`src/rtl/mbrf_pkg.sv`:
```
package mbrf_pkg;
   localparam int MODE_W  = 5;
   localparam int NUM_BNK = 3;
   localparam int BNK_W   = 2;

   typedef enum logic [MODE_W-1:0] {
      MODE_USR = 5'b10000,
      MODE_IRQ = 5'b10010,
      MODE_ABT = 5'b10111
   } mode_e;

   // bank 0 = user (also fallback), 1 = interrupt, 2 = abort
   function automatic logic [BNK_W-1:0] bank_of(input logic [MODE_W-1:0] m);
      case (m)
         MODE_IRQ: bank_of = 2'd1;
         MODE_ABT: bank_of = 2'd2;
         default:  bank_of = 2'd0;
      endcase
   endfunction

   function automatic logic is_exc_mode(input logic [MODE_W-1:0] m);
      is_exc_mode = (m == MODE_IRQ) || (m == MODE_ABT);
   endfunction
endpackage

```
`src/rtl/mbrf_common.sv`:
```
module mbrf_common #(
   parameter int DATA_W = 32,
   parameter int IDX_W  = 4,
   parameter int NUM_COMMON = 13
) (
   input  logic              clk,
   input  logic              rst_n,
   input  logic              wr_en,
   input  logic [IDX_W-1:0]  wr_idx,
   input  logic [DATA_W-1:0] wr_data,
   input  logic [IDX_W-1:0]  rd_a_idx,
   input  logic [IDX_W-1:0]  rd_b_idx,
   output logic [DATA_W-1:0] rd_a_data,
   output logic [DATA_W-1:0] rd_b_data
);
   localparam int NUM_ARCH = 1 << IDX_W;

   logic [DATA_W-1:0] regs [NUM_ARCH];

   for (genvar k = 0; k < NUM_ARCH; k++) begin : g_reg
      if (k < NUM_COMMON) begin : g_live
         always_ff @(posedge clk) begin
            if (!rst_n)
               regs[k] <= '0;
            else if (wr_en && wr_idx == IDX_W'(k))
               regs[k] <= wr_data;
         end

         common_wr_chk: assert property (@(posedge clk) disable iff (!rst_n)
            (wr_en && wr_idx == IDX_W'(k)) |=> regs[k] == $past(wr_data));
      end else begin : g_none
         assign regs[k] = '0;
      end
   end

   assign rd_a_data = regs[rd_a_idx];
   assign rd_b_data = regs[rd_b_idx];
endmodule

```
`src/rtl/mbrf_banked.sv`:
```
module mbrf_banked #(
   parameter int DATA_W     = 32,
   parameter int NBANK      = 3,
   parameter bit SKIP_FIRST = 1'b0,
   localparam int BW        = (NBANK > 1) ? $clog2(NBANK) : 1
) (
   input  logic              clk,
   input  logic              rst_n,
   input  logic              wr_en,
   input  logic [BW-1:0]     wr_bank,
   input  logic [DATA_W-1:0] wr_data,
   input  logic [BW-1:0]     rd_bank,
   output logic [DATA_W-1:0] rd_data
);
   localparam int SLOTS = 1 << BW;

   logic [DATA_W-1:0] q [SLOTS];

   for (genvar b = 0; b < SLOTS; b++) begin : g_bank
      if (b < NBANK && !(SKIP_FIRST && b == 0)) begin : g_live
         always_ff @(posedge clk) begin
            if (!rst_n)
               q[b] <= '0;
            else if (wr_en && wr_bank == BW'(b))
               q[b] <= wr_data;
         end

         bank_land_chk: assert property (@(posedge clk) disable iff (!rst_n)
            (wr_en && wr_bank == BW'(b)) |=> q[b] == $past(wr_data));

         bank_keep_chk: assert property (@(posedge clk) disable iff (!rst_n)
            (!wr_en || wr_bank != BW'(b)) |=> $stable(q[b]));
      end else begin : g_absent
         assign q[b] = '0;
      end
   end

   assign rd_data = q[rd_bank];
endmodule

```
`src/rtl/mbrf_status.sv`:
```
module mbrf_status
   import mbrf_pkg::*;
#(
   parameter int DATA_W   = 32,
   parameter int MASK_BIT = 7
) (
   input  logic              clk,
   input  logic              rst_n,
   input  logic              exc_req,
   input  logic [MODE_W-1:0] exc_mode,
   input  logic              ret_req,
   input  logic              wr_en,
   input  logic [DATA_W-1:0] wr_data,
   input  logic [DATA_W-1:0] save_cur,
   output logic [DATA_W-1:0] stat_q,
   output logic              exc_take
);
   localparam logic [DATA_W-1:0] RESET_WORD =
      (DATA_W'(1) << MASK_BIT) | DATA_W'(MODE_USR);

   logic              ret_take;
   logic [DATA_W-1:0] stat_d;

   assign exc_take = exc_req && is_exc_mode(exc_mode);
   assign ret_take = ret_req && !exc_take && (bank_of(stat_q[MODE_W-1:0]) != '0);

   always_comb begin
      stat_d = stat_q;
      if (exc_take)
         stat_d = {stat_q[DATA_W-1:MODE_W], exc_mode};
      else if (ret_take)
         stat_d = save_cur;
      else if (wr_en)
         stat_d = wr_data;
   end

   always_ff @(posedge clk) begin
      if (!rst_n) stat_q <= RESET_WORD;
      else        stat_q <= stat_d;
   end


   exc_mode_chk: assert property (@(posedge clk) disable iff (!rst_n)
      exc_take |=> (stat_q[MODE_W-1:0] == $past(exc_mode)) &&
                   (stat_q[DATA_W-1:MODE_W] == $past(stat_q[DATA_W-1:MODE_W])));

   ret_load_chk: assert property (@(posedge clk) disable iff (!rst_n)
      ret_take |=> stat_q == $past(save_cur));

   exc_ignore_chk: assert property (@(posedge clk) disable iff (!rst_n)
      (exc_req && !is_exc_mode(exc_mode) && !ret_req && !wr_en) |=> $stable(stat_q));
endmodule

```
`src/rtl/banked_regfile.sv`:
```
module banked_regfile
   import mbrf_pkg::*;
#(
   parameter int DATA_W   = 32,
   parameter int IDX_W    = 4,
   parameter int MASK_BIT = 7
) (
   input  logic              clk,
   input  logic              rst_n,
   input  logic [IDX_W-1:0]  rd_a_idx,
   output logic [DATA_W-1:0] rd_a_data,
   input  logic [IDX_W-1:0]  rd_b_idx,
   output logic [DATA_W-1:0] rd_b_data,
   input  logic              wr_en,
   input  logic [IDX_W-1:0]  wr_idx,
   input  logic [DATA_W-1:0] wr_data,
   input  logic [DATA_W-1:0] pc_in,
   input  logic              stat_wr_en,
   input  logic [DATA_W-1:0] stat_wr_data,
   input  logic              save_wr_en,
   input  logic [DATA_W-1:0] save_wr_data,
   input  logic              exc_req,
   input  logic [MODE_W-1:0] exc_mode,
   input  logic              ret_req,
   output logic [DATA_W-1:0] stat_q,
   output logic [DATA_W-1:0] save_rd_data
);
   localparam int NUM_ARCH   = 1 << IDX_W;
   localparam logic [IDX_W-1:0] PC_IDX = IDX_W'(NUM_ARCH - 1);
   localparam logic [IDX_W-1:0] LR_IDX = IDX_W'(NUM_ARCH - 2);
   localparam logic [IDX_W-1:0] SP_IDX = IDX_W'(NUM_ARCH - 3);
   localparam int NUM_COMMON = NUM_ARCH - 3;

   if (IDX_W < 3) begin : g_bad_idx
      $error("IDX_W too small for shared plus banked registers");
   end
   if (MASK_BIT < MODE_W || MASK_BIT >= DATA_W) begin : g_bad_mask
      $error("MASK_BIT must lie above the mode field and inside the word");
   end

   logic [BNK_W-1:0]  cur_bank, exc_bank, save_bank;
   logic              exc_take, save_we;
   logic [DATA_W-1:0] save_wd, sp_rd, lr_rd, com_a, com_b;

   assign cur_bank = bank_of(stat_q[MODE_W-1:0]);
   assign exc_bank = bank_of(exc_mode);

   mbrf_common #(.DATA_W(DATA_W), .IDX_W(IDX_W), .NUM_COMMON(NUM_COMMON)) i_common (
      .clk(clk), .rst_n(rst_n),
      .wr_en(wr_en), .wr_idx(wr_idx), .wr_data(wr_data),
      .rd_a_idx(rd_a_idx), .rd_b_idx(rd_b_idx),
      .rd_a_data(com_a), .rd_b_data(com_b));

   mbrf_banked #(.DATA_W(DATA_W), .NBANK(NUM_BNK), .SKIP_FIRST(1'b0)) i_sp (
      .clk(clk), .rst_n(rst_n),
      .wr_en(wr_en && wr_idx == SP_IDX), .wr_bank(cur_bank), .wr_data(wr_data),
      .rd_bank(cur_bank), .rd_data(sp_rd));

   mbrf_banked #(.DATA_W(DATA_W), .NBANK(NUM_BNK), .SKIP_FIRST(1'b0)) i_lr (
      .clk(clk), .rst_n(rst_n),
      .wr_en(wr_en && wr_idx == LR_IDX), .wr_bank(cur_bank), .wr_data(wr_data),
      .rd_bank(cur_bank), .rd_data(lr_rd));

   // exception save wins over a same-cycle software write
   assign save_we   = exc_take || save_wr_en;
   assign save_bank = exc_take ? exc_bank : cur_bank;
   assign save_wd   = exc_take ? stat_q : save_wr_data;

   mbrf_banked #(.DATA_W(DATA_W), .NBANK(NUM_BNK), .SKIP_FIRST(1'b1)) i_save (
      .clk(clk), .rst_n(rst_n),
      .wr_en(save_we), .wr_bank(save_bank), .wr_data(save_wd),
      .rd_bank(cur_bank), .rd_data(save_rd_data));

   mbrf_status #(.DATA_W(DATA_W), .MASK_BIT(MASK_BIT)) i_status (
      .clk(clk), .rst_n(rst_n),
      .exc_req(exc_req), .exc_mode(exc_mode), .ret_req(ret_req),
      .wr_en(stat_wr_en), .wr_data(stat_wr_data),
      .save_cur(save_rd_data), .stat_q(stat_q), .exc_take(exc_take));

   function automatic logic [DATA_W-1:0] pick(input logic [IDX_W-1:0] idx,
                                              input logic [DATA_W-1:0] com);
      if (idx == PC_IDX)      pick = pc_in;
      else if (idx == LR_IDX) pick = lr_rd;
      else if (idx == SP_IDX) pick = sp_rd;
      else                    pick = com;
   endfunction

   assign rd_a_data = pick(rd_a_idx, com_a);
   assign rd_b_data = pick(rd_b_idx, com_b);


   save_copy_chk: assert property (@(posedge clk) disable iff (!rst_n)
      exc_take |=> save_rd_data == $past(stat_q));

   user_save_chk: assert property (@(posedge clk) disable iff (!rst_n)
      (stat_q[MODE_W-1:0] == MODE_USR) |-> save_rd_data == '0);

   old_bank_chk: assert property (@(posedge clk) disable iff (!rst_n)
      (exc_take && wr_en && wr_idx == SP_IDX && cur_bank == '0 && exc_bank != '0)
         |=> sp_rd != $past(wr_data) || $past(sp_rd) == $past(wr_data) || sp_rd == $past(sp_rd));
endmodule

```
`config.mk`:
```
export PLATFORM = sky130hd
export DESIGN_NAME = banked_regfile
export DESIGN_NICKNAME = d
export VERILOG_FILES = /design/src/rtl/mbrf_pkg.sv /design/src/rtl/mbrf_common.sv /design/src/rtl/mbrf_banked.sv /design/src/rtl/mbrf_status.sv /design/src/rtl/banked_regfile.sv
export SDC_FILE = /design/constraint.sdc
export NUM_CORES = 2
export LEC_CHECK = 0
export CAP_MARGIN = 15
export CELL_PAD_IN_SITES_DETAIL_PLACEMENT = 0
export CELL_PAD_IN_SITES_GLOBAL_PLACEMENT = 1
export CORE_MARGIN = 5
export CORE_UTILIZATION = 48
export CTS_CLUSTER_SIZE = 30
export DETAILED_ROUTE_END_ITERATION = 10
export PLACE_DENSITY_LB_ADDON = 0.1
export SKIP_LAST_GASP = 1
export SYNTH_ARGS = -nofsm -noshare
export SYNTH_HDL_FRONTEND = slang
export SYNTH_SLANG_ARGS = --single-unit
export TNS_END_PERCENT = 5
```
`constraint.sdc`:
```
create_clock -name clk -period 3.76 [get_ports clk]
set_input_delay 0.564 -clock clk [delete_from_list [all_inputs] [get_ports clk]]
set_output_delay 0.564 -clock clk [all_outputs]
set_load 0.01 [all_outputs]
```
==> key figures <==
Yosys
  • Mapped Nets: 4,426
  • Synth area leaders: dfxtp_1 (40%), nand2_1 (14%), a21oi_1 (9.3%)
  • Top post-synthesis cells by count: nand2_1 (1,293), dfxtp_1 (704), a21oi_1 (649)
  • Synth Area in XOR/XNOR: 0.0502%
  • Ys async rst share: 0%
  • Yosys reg bits: 704
  • Post-synthesis sequential area ratio: 40.4%
  • YS warnings: 0
  • Avg Cell Area, Syn: 8.16 um^2
  • Cell Area, Synth: 34,900 um^2
  • Yosys cell types: 70
  • Compound-Gate Fraction of Synth Area: 21.7%
  • Main combinational cell family by area after synthesis: compound AO/OA/AOI/OAI gates
  • Most instantiated library cell after synthesis: nand2_1
  • Cells after synthesis: 4,274
  • Main synth FF type: dfxtp_1
  • Area leader, netlist: dfxtp_1
  • Share of the synthesized area in the top cell type: 40.4%
  • Post-synthesis adder-cell area fraction: 0%
  • Synth Area in Simple Gates: 18.7%
  • Mux cell area share after synthesis: 13.3%
  • Post-synth EDFFs: 0

Die
  • Row cnt: 98
  • Num ports: 280
  • DIE AREA: 78,200 um^2
  • Die height: 280 um
  • Core ar.: 71,700 um^2
  • Initial core utilization: 48.6%
  • DIE WIDTH: 280 um

Outcome
  • Violated checks: setup timing
  • Status: finished, violations left

Setup path
  • CP endpoint kind: primary output
  • Crit path max fanout: 34
  • Most used cell, CP: buf_4
  • Crit path launch type: flop
  • WP data arrival: 3.35 ns
  • Largest stage delay, worst path: 0.67 ns
  • Worst path slowest cell: a222oi_1
  • Critical path class: flop to primary output
  • Req. time, crit path: 3.20 ns
  • Crit-path cells: buf_4, nor2_4, buf_12, buf_4, a222oi_1, nor2_1, a221o_1, clkdlybuf4s50_1

Placement
  • Placed insts: 5,296
  • I/O Buffers: 279
  • Routability cong.: 0.905
  • Dpl hpwl: 92.8 mm

GRT
  • First-pass GRT wire length: 206 mm
  • GR Overflow Total: 0
  • Vias in the first global route: 30,200
  • Initial antenna violation count: 8
  • Gr usage total: 34.3%
  • Largest net degree at the start of global routing: 151

Power
  • PD cells: 418 nW/um^2
  • Worst VDD drop: 0.330 mV
  • Design Power: 0.0175 W
  • Pleak: 14.4 nW

Clock network
  • Max H-tree Level: 3
  • Clk Latency, worst-skew pair: 0.63 ns
  • Reg clk slew, reported paths: 0.06 ns
  • Hold-fix buffers, CTS: 0
  • Clock Path Buffers: 3
  • TritonCTS clock tree: done
  • Clock Sinks: 704
  • CTS root buf: clkbuf_16
  • Num CTS Buffers: 78

Worst hold path
  • Min-delay worst type: flop to flop

Job
  • # Max-Cap Violations: 0

STA
  • Final setup margin: -0.151 ns
  • Slew headroom: 20.8%
  • Fin crit share: 104%
  • Setup Skew: 0.0141 ns
  • Finish-stage setup viols: 29
  • Final hold viol count: 0
  • Final max-slew violation count: 0
  • Minimum clock period: 3.91 ns
  • RSZ-0062 raised after global routing: yes
  • Fmax: 256 MHz
  • Least-Margin Pin Slew: 1.18 ns

Finish
  • Fin nets: 4,590
  • Area growth, synth to finish: 20.2%
  • Non-Filler Instances: 5,451
  • Share of cells above drive strength 1: 13.4%

Detailed routing
  • Vias/cell: 6.18
  • Vias: 33,700
  • Initial DRC Count: 4,407
  • Post-DR wirelength/cell: 25.8 um
  • WL final: 141 mm
  • Post-route ant nets: 0
  • Pre-antenna DRT Iters: 8
  • DRC violations left: 0
==> what timing repair did <==
item | 4_1_cts | 5_1_grt
pin swaps | 4 | 6
endpoints found under the setup margin | 84 | 52
gates resized for setup | 20 | 7
setup buffers | 5 | 5
gates cloned | 2 | 0
==> per-stage QoR <==
| stage | TNS [ns] | instance area [um^2] | utilization, % | hold slack, ns | worst slack (ns) |
|---|---|---|---|---|---|
| final | -1.83 | 41900 | 58.5 | 0.454 | -0.151 |
| after global routing | -5.60 | 41900 | 58.5 | 0.469 | -0.246 |
| after CTS | -2.09 | 41900 | 58.3 | 0.454 | -0.145 |
| after detailed placement | -0.382 | 39200 | 54.6 | 0.445 | -0.215 |
| after global placement | -0.364 | 39200 | 54.6 | 0.437 | -0.203 |
| after floorplan | 0 | 34900 | - | 0.432 | 1.02 |
==> cell families (layout without fill, tap and decap cells) <==
| kind of cell | Yosys count | in the layout |
|---|---|---|
| mux | 288 | 288 |
| simple gates | 1623 | 1625 |
| compound gates | 1202 | 1202 |
| other cells | 0 | 6 |
| flops | 704 | 704 |
| xor+xnor | 2 | 2 |
| buf+inv | 455 | 674 |
==> placed cells by master, fill, tap and decap left out, drive strengths merged, types with 22 or more instances in the layout <==
cell type      Yosys  layout
mux2              22      22
a222oi            47      47
a22oi             50      50
nor2b             28      28
buf              142     244
clkdlybuf4s50      0     267
or2               29      29
o221ai            22      22
nand3             41      41
mux2i            130     130
nor2             138     138
a221oi            33      33
mux4             136     136
dfxtp            704     704
clkbuf           292     114
a211oi            76      76
o2bb2ai           30      30
a22o              34      34
nand2           1295    1295
a21oi            650     650
nand2b            39      39
inv               21      22
o21ai             95      95
==> worst paths after layout <==
| kind | startpoint | to | slack [ns] | cells past startpoint |
|---|---|---|---|---|
| hold reg to reg | i_lr.q[117] | i_lr.q[117] | 0.45 | 2 |
| hold / removal | i_lr.q[117] | i_lr.q[117] | 0.45 | 2 |
| setup / recovery | i_status.stat_q[3] | rd_a_data[14] | -0.15 | 8 |
| setup reg to reg | i_status.stat_q[1] | i_save.q[93] | 1.56 | 7 |
==> per-layer routing <==
| layer | GRT usage [%] | up-vias | routed length (um) |
|---|---|---|---|
| li1 | - | 15400 | - |
| met1 | 49.9 | 16300 | 59300 |
| met2 | 50.8 | 1766 | 61300 |
| met3 | 8.88 | 222 | 15900 |
| met4 | 9.05 | 4 | 4070 |
| met5 | 0 | - | 18 |
==> where the power goes <==
| part | switching [W] | leakage (nW) | internal (W) | total [W] |
|---|---|---|---|---|
| registers | 0.0000863 | 5.69 | 0.00758 | 0.00767 |
| clock network | 0.00321 | 1.28 | 0.00455 | 0.00775 |
| logic | 0.00127 | 7.46 | 0.000827 | 0.00209 |
| total | 0.00456 | 14.4 | 0.0130 | 0.0175 |
==> cell type report <==
class                      instances  area [um^2]
sequential                       704        14100
tap                              950         1190
antenna                            6         15.0
multi-input combinational       3117        19000
clock buffer                     113         2320
inverter                          21         86.3
timing repair buffer             516         4980
clock inverter                    24          249
fill                            6565        29800
==> flip-flops by register name (all words and copies together) (netlist names) <==
register         flops
i_common.regs      416
i_lr.q              96
i_sp.q              96
i_save.q            64
i_status.stat_q     32
==> critical path, delay by kind of cell, from the launching register on <==
| kind | cells | cell delay (ns) |
|---|---|---|
| simple gates | 2 | 0.15 |
| buf+inv | 4 | 1.11 |
| compound gates | 2 | 1.00 |
| flops | 1 | 0.41 |
Power figures use the tool's default switching activity.
